[config.mk]
export PLATFORM = sky130hd
export DESIGN_NAME = irc_carrier_gen
export DESIGN_NICKNAME = d
export VERILOG_FILES = /design/src/rtl/irc_pkg.sv /design/src/rtl/irc_tick_sel.sv /design/src/rtl/irc_len_shadow.sv /design/src/rtl/irc_phase_seq.sv /design/src/rtl/irc_carrier_gen.sv
export SDC_FILE = /design/constraint.sdc
export NUM_CORES = 1
export LEC_CHECK = 0
export CAP_MARGIN = 0
export CORE_MARGIN = 1.5
export CORE_UTILIZATION = 60
export CTS_BUF_LIST = sky130_fd_sc_hd__clkbuf_16
export CTS_CLUSTER_SIZE = 20
export DETAILED_ROUTE_END_ITERATION = 10
export DONT_BUFFER_PORTS = 1
export GPL_TIMING_DRIVEN = 1
export PLACE_DENSITY = 0.8
export SLEW_MARGIN = 5
export SYNTH_ARGS = -nofsm -noshare
export SYNTH_HDL_FRONTEND = slang
export SYNTH_SLANG_ARGS = --single-unit
[constraint.sdc]
create_clock -name clk_i -period 3.5 [get_ports clk_i]
set_input_delay 0.35 -clock clk_i [delete_from_list [all_inputs] [get_ports clk_i]]
set_output_delay 0.35 -clock clk_i [all_outputs]
set_load 0.005 [all_outputs]
[src/rtl/irc_pkg.sv]
package irc_pkg;
  typedef enum logic [1:0] {
    TS_SYS  = 2'd0,
    TS_XTAL = 2'd1,
    TS_US1  = 2'd2,
    TS_US10 = 2'd3
  } tick_src_e;

  typedef enum logic {
    PH_HIGH = 1'b0,
    PH_LOW  = 1'b1
  } phase_e;
endpackage

[src/rtl/irc_tick_sel.sv]
module irc_tick_sel
  import irc_pkg::*;
(
  input  logic [1:0] sel_i,
  input  logic       xtal_tick_i,
  input  logic       us1_tick_i,
  input  logic       us10_tick_i,
  output logic       tick_o
);
  tick_src_e src;
  assign src = tick_src_e'(sel_i);

  always_comb begin
    unique case (src)
      TS_SYS:  tick_o = 1'b1;
      TS_XTAL: tick_o = xtal_tick_i;
      TS_US1:  tick_o = us1_tick_i;
      TS_US10: tick_o = us10_tick_i;
      default: tick_o = 1'b0;
    endcase
  end
endmodule

[src/rtl/irc_len_shadow.sv]
module irc_len_shadow #(
  parameter int CW = 16
) (
  input  logic          clk_i,
  input  logic          rst_ni,
  input  logic          load_i,
  input  logic [CW-1:0] d_i,
  output logic [CW-1:0] q_o
);
  always_ff @(posedge clk_i or negedge rst_ni) begin
    if (!rst_ni)     q_o <= '0;
    else if (load_i) q_o <= d_i;
  end
endmodule

[src/rtl/irc_phase_seq.sv]
module irc_phase_seq
  import irc_pkg::*;
#(
  parameter int CW = 16
) (
  input  logic          clk_i,
  input  logic          rst_ni,
  input  logic          en_i,
  input  logic          tick_i,
  input  logic [CW-1:0] hi_len_i,
  input  logic [CW-1:0] lo_len_i,
  output logic          load_o,
  output logic          carrier_o,
  output logic          period_end_o
);
  phase_e        phase_q;
  logic [CW-1:0] cnt_q;
  logic          active_q;
  logic          pend_q;
  logic          adv;
  logic          last;
  logic          wrap;

  assign adv  = en_i & active_q & tick_i;
  assign last = (cnt_q == ((phase_q == PH_HIGH) ? hi_len_i : lo_len_i));
  assign wrap = adv & last & (phase_q == PH_LOW);
  // shadow counts reload while idle and on each period boundary
  assign load_o = ~en_i | wrap;

  always_ff @(posedge clk_i or negedge rst_ni) begin
    if (!rst_ni) begin
      phase_q  <= PH_HIGH;
      cnt_q    <= '0;
      active_q <= 1'b0;
      pend_q   <= 1'b0;
    end else if (!en_i) begin
      phase_q  <= PH_HIGH;
      cnt_q    <= '0;
      active_q <= 1'b0;
      pend_q   <= 1'b0;
    end else begin
      active_q <= 1'b1;
      pend_q   <= wrap;
      if (adv) begin
        if (last) begin
          cnt_q   <= '0;
          phase_q <= (phase_q == PH_HIGH) ? PH_LOW : PH_HIGH;
        end else begin
          cnt_q <= cnt_q + 1'b1;
        end
      end
    end
  end

  assign carrier_o    = active_q & (phase_q == PH_HIGH);
  assign period_end_o = pend_q;
endmodule

[src/rtl/irc_carrier_gen.sv]
module irc_carrier_gen
  import irc_pkg::*;
#(
  parameter int CW = 16,
  localparam int RW = 2 * CW
) (
  input  logic          clk_i,
  input  logic          rst_ni,
  input  logic          en_i,
  input  logic [1:0]    tick_sel_i,
  input  logic          xtal_tick_i,
  input  logic          us1_tick_i,
  input  logic          us10_tick_i,
  input  logic [RW-1:0] cnt_cfg_i,
  output logic          carrier_o,
  output logic          period_end_o
);
  logic          tick;
  logic          load;
  logic [CW-1:0] hi_len;
  logic [CW-1:0] lo_len;

  irc_tick_sel u_tick_sel (
    .sel_i       (tick_sel_i),
    .xtal_tick_i (xtal_tick_i),
    .us1_tick_i  (us1_tick_i),
    .us10_tick_i (us10_tick_i),
    .tick_o      (tick)
  );

  irc_len_shadow #(.CW(CW)) u_hi_shadow (
    .clk_i  (clk_i),
    .rst_ni (rst_ni),
    .load_i (load),
    .d_i    (cnt_cfg_i[CW-1:0]),
    .q_o    (hi_len)
  );

  irc_len_shadow #(.CW(CW)) u_lo_shadow (
    .clk_i  (clk_i),
    .rst_ni (rst_ni),
    .load_i (load),
    .d_i    (cnt_cfg_i[RW-1:CW]),
    .q_o    (lo_len)
  );

  irc_phase_seq #(.CW(CW)) u_seq (
    .clk_i        (clk_i),
    .rst_ni       (rst_ni),
    .en_i         (en_i),
    .tick_i       (tick),
    .hi_len_i     (hi_len),
    .lo_len_i     (lo_len),
    .load_o       (load),
    .carrier_o    (carrier_o),
    .period_end_o (period_end_o)
  );
endmodule

# == Word level (Yosys, flattened, before mapping) ==
# Index checks and enable logic that the tools add are counted.
# word_totals
ff_bits,51
inputBits,40
# classes
n_mux,11
n_eq_ne,6
add_sub_neg,1
reduce_logical,2
n_bitwise,8
# op_table
op,n
16-bit two-way mux,4
16-bit by 1-bit adder with 16-bit output (second input constant),1
16-bit == test,1
1-bit two-way mux,6
1-bit AND,5
2-bit == test (second input constant),2
2-bit by 1-bit inequality test with 1-bit output (second input constant),2
1-bit case mux with 4 select lines,1
2-bit by 1-bit == test with 1-bit output (second input constant),1
2-bit logical NOT,1
1-bit inverter,2
2-bit AND reduction,1
1-bit OR,1

# == Longest topological paths before layout ==
# logic_depth
word_depth,6
mapped_depth,8
ltp_nobuf,6

# == Modules after synthesis ==
# From an unflattened synthesis, not the netlist that was laid out.
# unflattened
cells_unflattened,198
area_unflattened_um2,2561.2
# by_module_without_submodules
module,seq_area_each_um2,n_inst,area_per_inst_um2,cells_each
irc_len_shadow,400.4,2,649.4,34
irc_phase_seq,475.5,1,1234.9,127
irc_tick_sel,0.0,1,27.5,3

# == Worst setup path after synthesis ==
# Ideal clock, no wire load.
# synth_timing
path_type,reg2reg
start,register u_seq.phase_q
end,register u_hi_shadow.q_o[0]
setup_time_ns,0.127
stages_incl_launch_ff,9
arrival_ns,2.111
n_path_buf,2
slack_ns,1.261
cell_sequence,dfrtp_1 -> buf_6 -> mux2i_1 -> xnor2_1 -> nor4_1 -> nand4_1 -> o21ai_2 -> buf_6 -> mux2_1
# synth_between
elab_chain_len,5
# synth_lines
item,line_no,source
from (decl),irc_phase_seq.sv:16,phase_e phase_q;
from (signal assigned),irc_phase_seq.sv:47,phase_q <= (phase_q == PH_HIGH) ? PH_LOW : PH_HIGH;
16-bit two-way mux,irc_phase_seq.sv:25,assign last = (cnt_q == ((phase_q == PH_HIGH) ? hi_len_i : lo_len_i));
16-bit == test,irc_phase_seq.sv:25,
1-bit AND,irc_phase_seq.sv:26,assign wrap = adv & last & (phase_q == PH_LOW);
1-bit AND *,irc_phase_seq.sv:26,
1-bit OR *,irc_phase_seq.sv:28,assign load_o = ~en_i | wrap;
to (signal assigned),irc_len_shadow.sv:12,else if (load_i) q_o <= d_i;
to (decl),irc_len_shadow.sv:8,output logic [CW-1:0] q_o
# Mark *: on every way between the ends. The rest lies on a longest branch, timed or not.
# A chain may end at the register's enable or synchronous reset.

# == Worst setup path in the final report ==
# layout_timing
start,register u_seq.phase_q
end,register u_lo_shadow.q_o[15]
# layout_between
elab_chain_len,5
# layout_lines
item,line_no
16-bit two-way mux,irc_phase_seq.sv:25
16-bit == test,irc_phase_seq.sv:25
1-bit AND,irc_phase_seq.sv:26
1-bit AND *,irc_phase_seq.sv:26
1-bit OR *,irc_phase_seq.sv:28
to (signal assigned),irc_len_shadow.sv:12
to (decl),irc_len_shadow.sv:8
# Marks and branches as above.

==> flow_summary.toml <==
[layout]
final_nets = 253
postLayoutCoreUtil_pct = 67.66
area_growth_pct = 8.421
seq_area_mm2 = 0.001276
layout_commonest_cell = "dfrtp_1"
fill_cells = 283
final_cell_mix = "dfrtp_1 (51), mux2_1 (30), xnor2_1 (24)"
layout-drive-gt1-share_pct = 7.512
finalNonFillerCells = 263
stdcell_area_mm2 = 0.002706
multi_input_area_mm2 = 0.001151
antenna_cells = 0

[run]
cap_violations = 0

[grt]
use_met2_pct = 38.11
antenna_found_initial = 0
grt_use_met1_pct = 31.64
grt.busiest_layer = "met2"
use_met3_pct = 5.000
grt_first_pass_wirelength_um = 7817
grt_overflow = 0
grt_max_degree = 52
grt_usage_pct = 23.86
grt_pass1_vias = 1610

[clock_network]
cts_max_path_buffers = 2
cts_made_buffers = 5
clock-root-buffer = "clkbuf_16"
clkSinkCount = 51
cts_tree = "done"
path_clk_slew_ns = 0.07
postCtsSetupRepairBufs = 0
htreeDepth = 2
clk_latency_ns = 0.29
cts_resized = 0
postCtsHoldBufs = 2

[floorplan]
ios = 42
die_area_mm2 = 0.004556
die-height_um = 67.50
dieWidth_um = 67.50
core-area_mm2 = 0.004000
start_util_pct = 62.40
core.rowCount = 23

[synth]
synthesis.nets = 247
ys_ff_latch = 51
syn_avg_cell_area_um2 = 12.12
synth_seq_area_share_pct = 51.13
syn_inst = 206
yosysUniqueCellTypes = 30
ys_warn_count = 0
synth_area_mm2 = 0.002496

[placement]
placed_cells = 253
placed_cell_area_mm2 = 0.002524
gp_congestion = 0.8770
io_buffers = 0
dp_hpwl_um = 3475

[routing]
drtIter0Drc = 94
antenna_left = 0
wirelength_um = 4795
vias_per_cell = 5.954
routedWlPerCell_um = 18.23
vias = 1566
drt_first_pass_iters = 4
drc_errors = 0

[power]
power_per_cell_area_mw_per_mm2 = 458.7
p_leak_uw = 0.001077
ir_drop_mv = 0.3266
total_power_uw = 1241

[sta]
worst_pin_slew_ns = 0.7460
hold_viol = 0
finalMaxSlewViolations = 0
final-setup-viol-count = 0
fin_crit_ns = 2.996
fin_skew_ns = 0.006207
setup_tns_ns = 0
fmax_mhz = 333.8
period_share_pct = 85.60
rsz0062_at_grt = "false"
relSlewSlack_pct = 49.82

[worst_setup_path]
path_delay_family = "buffers and inverters"
path_cells = "buf_4 -> mux2i_1 -> xnor2_1 -> nor4_1 -> nand4_1 -> o21ai_2 -> buf_4 -> mux2_1"
required_ns = 3.66
path_class = "reg2reg"
timing.critical_path.buf_inv = 2
cp_slowest_stage_delay_ns = 0.51
crit_top_cell = "buf_4"
r2r-start = "u_seq.phase_q"
cp-start-kind = "flop"
cp_max_fo = 32
slowest_stage = "dfrtp_1"
arrival_ns = 3.16
startpoint = "u_seq.phase_q"
cp-end-kind = "flop"

[min_path]
hold_path.class = "in2reg"
hp-start = "en_i"

[status]
status = "complete, no violations"
==> flip-flops by register name (all words and copies together), names as in the netlist <==
signal and flops:
u_hi_shadow.q_o 16, u_lo_shadow.q_o 16, u_seq.active_q 1, u_seq.cnt_q 16
u_seq.period_end_o 1, u_seq.phase_q 1
==> cell type report <==
class,count,area share [%]
Sequential cell,51,47.16
Multi-Input combinational cell,146,42.53
Clock buffer,5,4.623
Tap cell,50,2.312
Timing Repair Buffer,5,2.219
Clock inverter,3,0.7397
Inverter,3,0.4161
==> synthesized netlist by cell type <==
cell type / instances / share of area, %
a21oi_1: 3 / 0.60
o21ai_0: 1 / 0.20
nand4_1: 3 / 0.75
nor2b_1: 2 / 0.50
buf_2: 1 / 0.20
xor2_1: 5 / 1.8
buf_6: 4 / 1.8
and2_1: 2 / 0.50
buf_4: 1 / 0.30
nand3_1: 5 / 1.0
o2111ai_1: 1 / 0.35
o21ai_2: 1 / 0.35
nand2b_1: 2 / 0.50
nor4_1: 4 / 1.0
mux2i_1: 17 / 6.8
mux2_2: 3 / 1.4
inv_1: 3 / 0.45
ha_1: 1 / 0.50
o21ai_1: 1 / 0.20
nor3b_1: 2 / 0.60
o221a_2: 1 / 0.45
nor2_1: 18 / 2.7
dfrtp_1: 51 / 51
nor3_1: 3 / 0.60
mux2_1: 30 / 14
o221ai_1: 1 / 0.35
a21boi_0: 1 / 0.30
xnor2_1: 24 / 8.4
and3_1: 5 / 1.3
nand2_1: 10 / 1.5
==> through the flow <==
stage / worst slack [ns] / hold slack (ns)
finish: 0.5041 / 0.08938
global route: 0.3251 / 0.07814
CTS: 0.4731 / 0.08327
detailed placement: 0.5230 / 0.05564
global placement: 0.7069 / 0.05629
floorplan: 1.261 / 0.05441
==> path summary, 6_finish.rpt <==
path / end / slack (ns) / cells past startpoint
worst max-delay path: u_lo_shadow.q_o[15] / 0.50 / 8
worst min-delay path: u_seq.active_q / 0.09 / 0
worst max register to register: u_lo_shadow.q_o[15] / 0.50 / 8
worst min register to register: u_lo_shadow.q_o[14] / 0.49 / 1
max in group asynchronous: u_seq.cnt_q[9] / 2.70 / 2
min in group asynchronous: u_seq.cnt_q[12] / 0.56 / 2
==> power breakdown <==
| group | total (µW) | internal (µW) | switching (µW) | leakage (µW) |
|---|---|---|---|---|
| logic | 111 | 55.1 | 55.6 | 0.000369 |
| clock network | 480 | 265 | 215 | 0.0000716 |
| registers | 651 | 629 | 22.1 | 0.000636 |
==> kinds of logic after synthesis <==
kind of cell	synth area share, %
XOR/XNOR	10.18
adder cells (fa/ha/maj)	0.5012
AND/OR/NAND/NOR	10.93
buffers and inverters	2.757
flip-flops	51.13
AO/OA/AOI/OAI	2.807
multiplexers	21.70
==> per-layer routing <==
metal  routed length, µm  part of all wire (%)
met1                2143                    45
met2                2358                    49
met3                 216                   4.5
met4                  76                   1.6
met5                   0                     0
No activity file was read; power rests on OpenSTA's default activity.
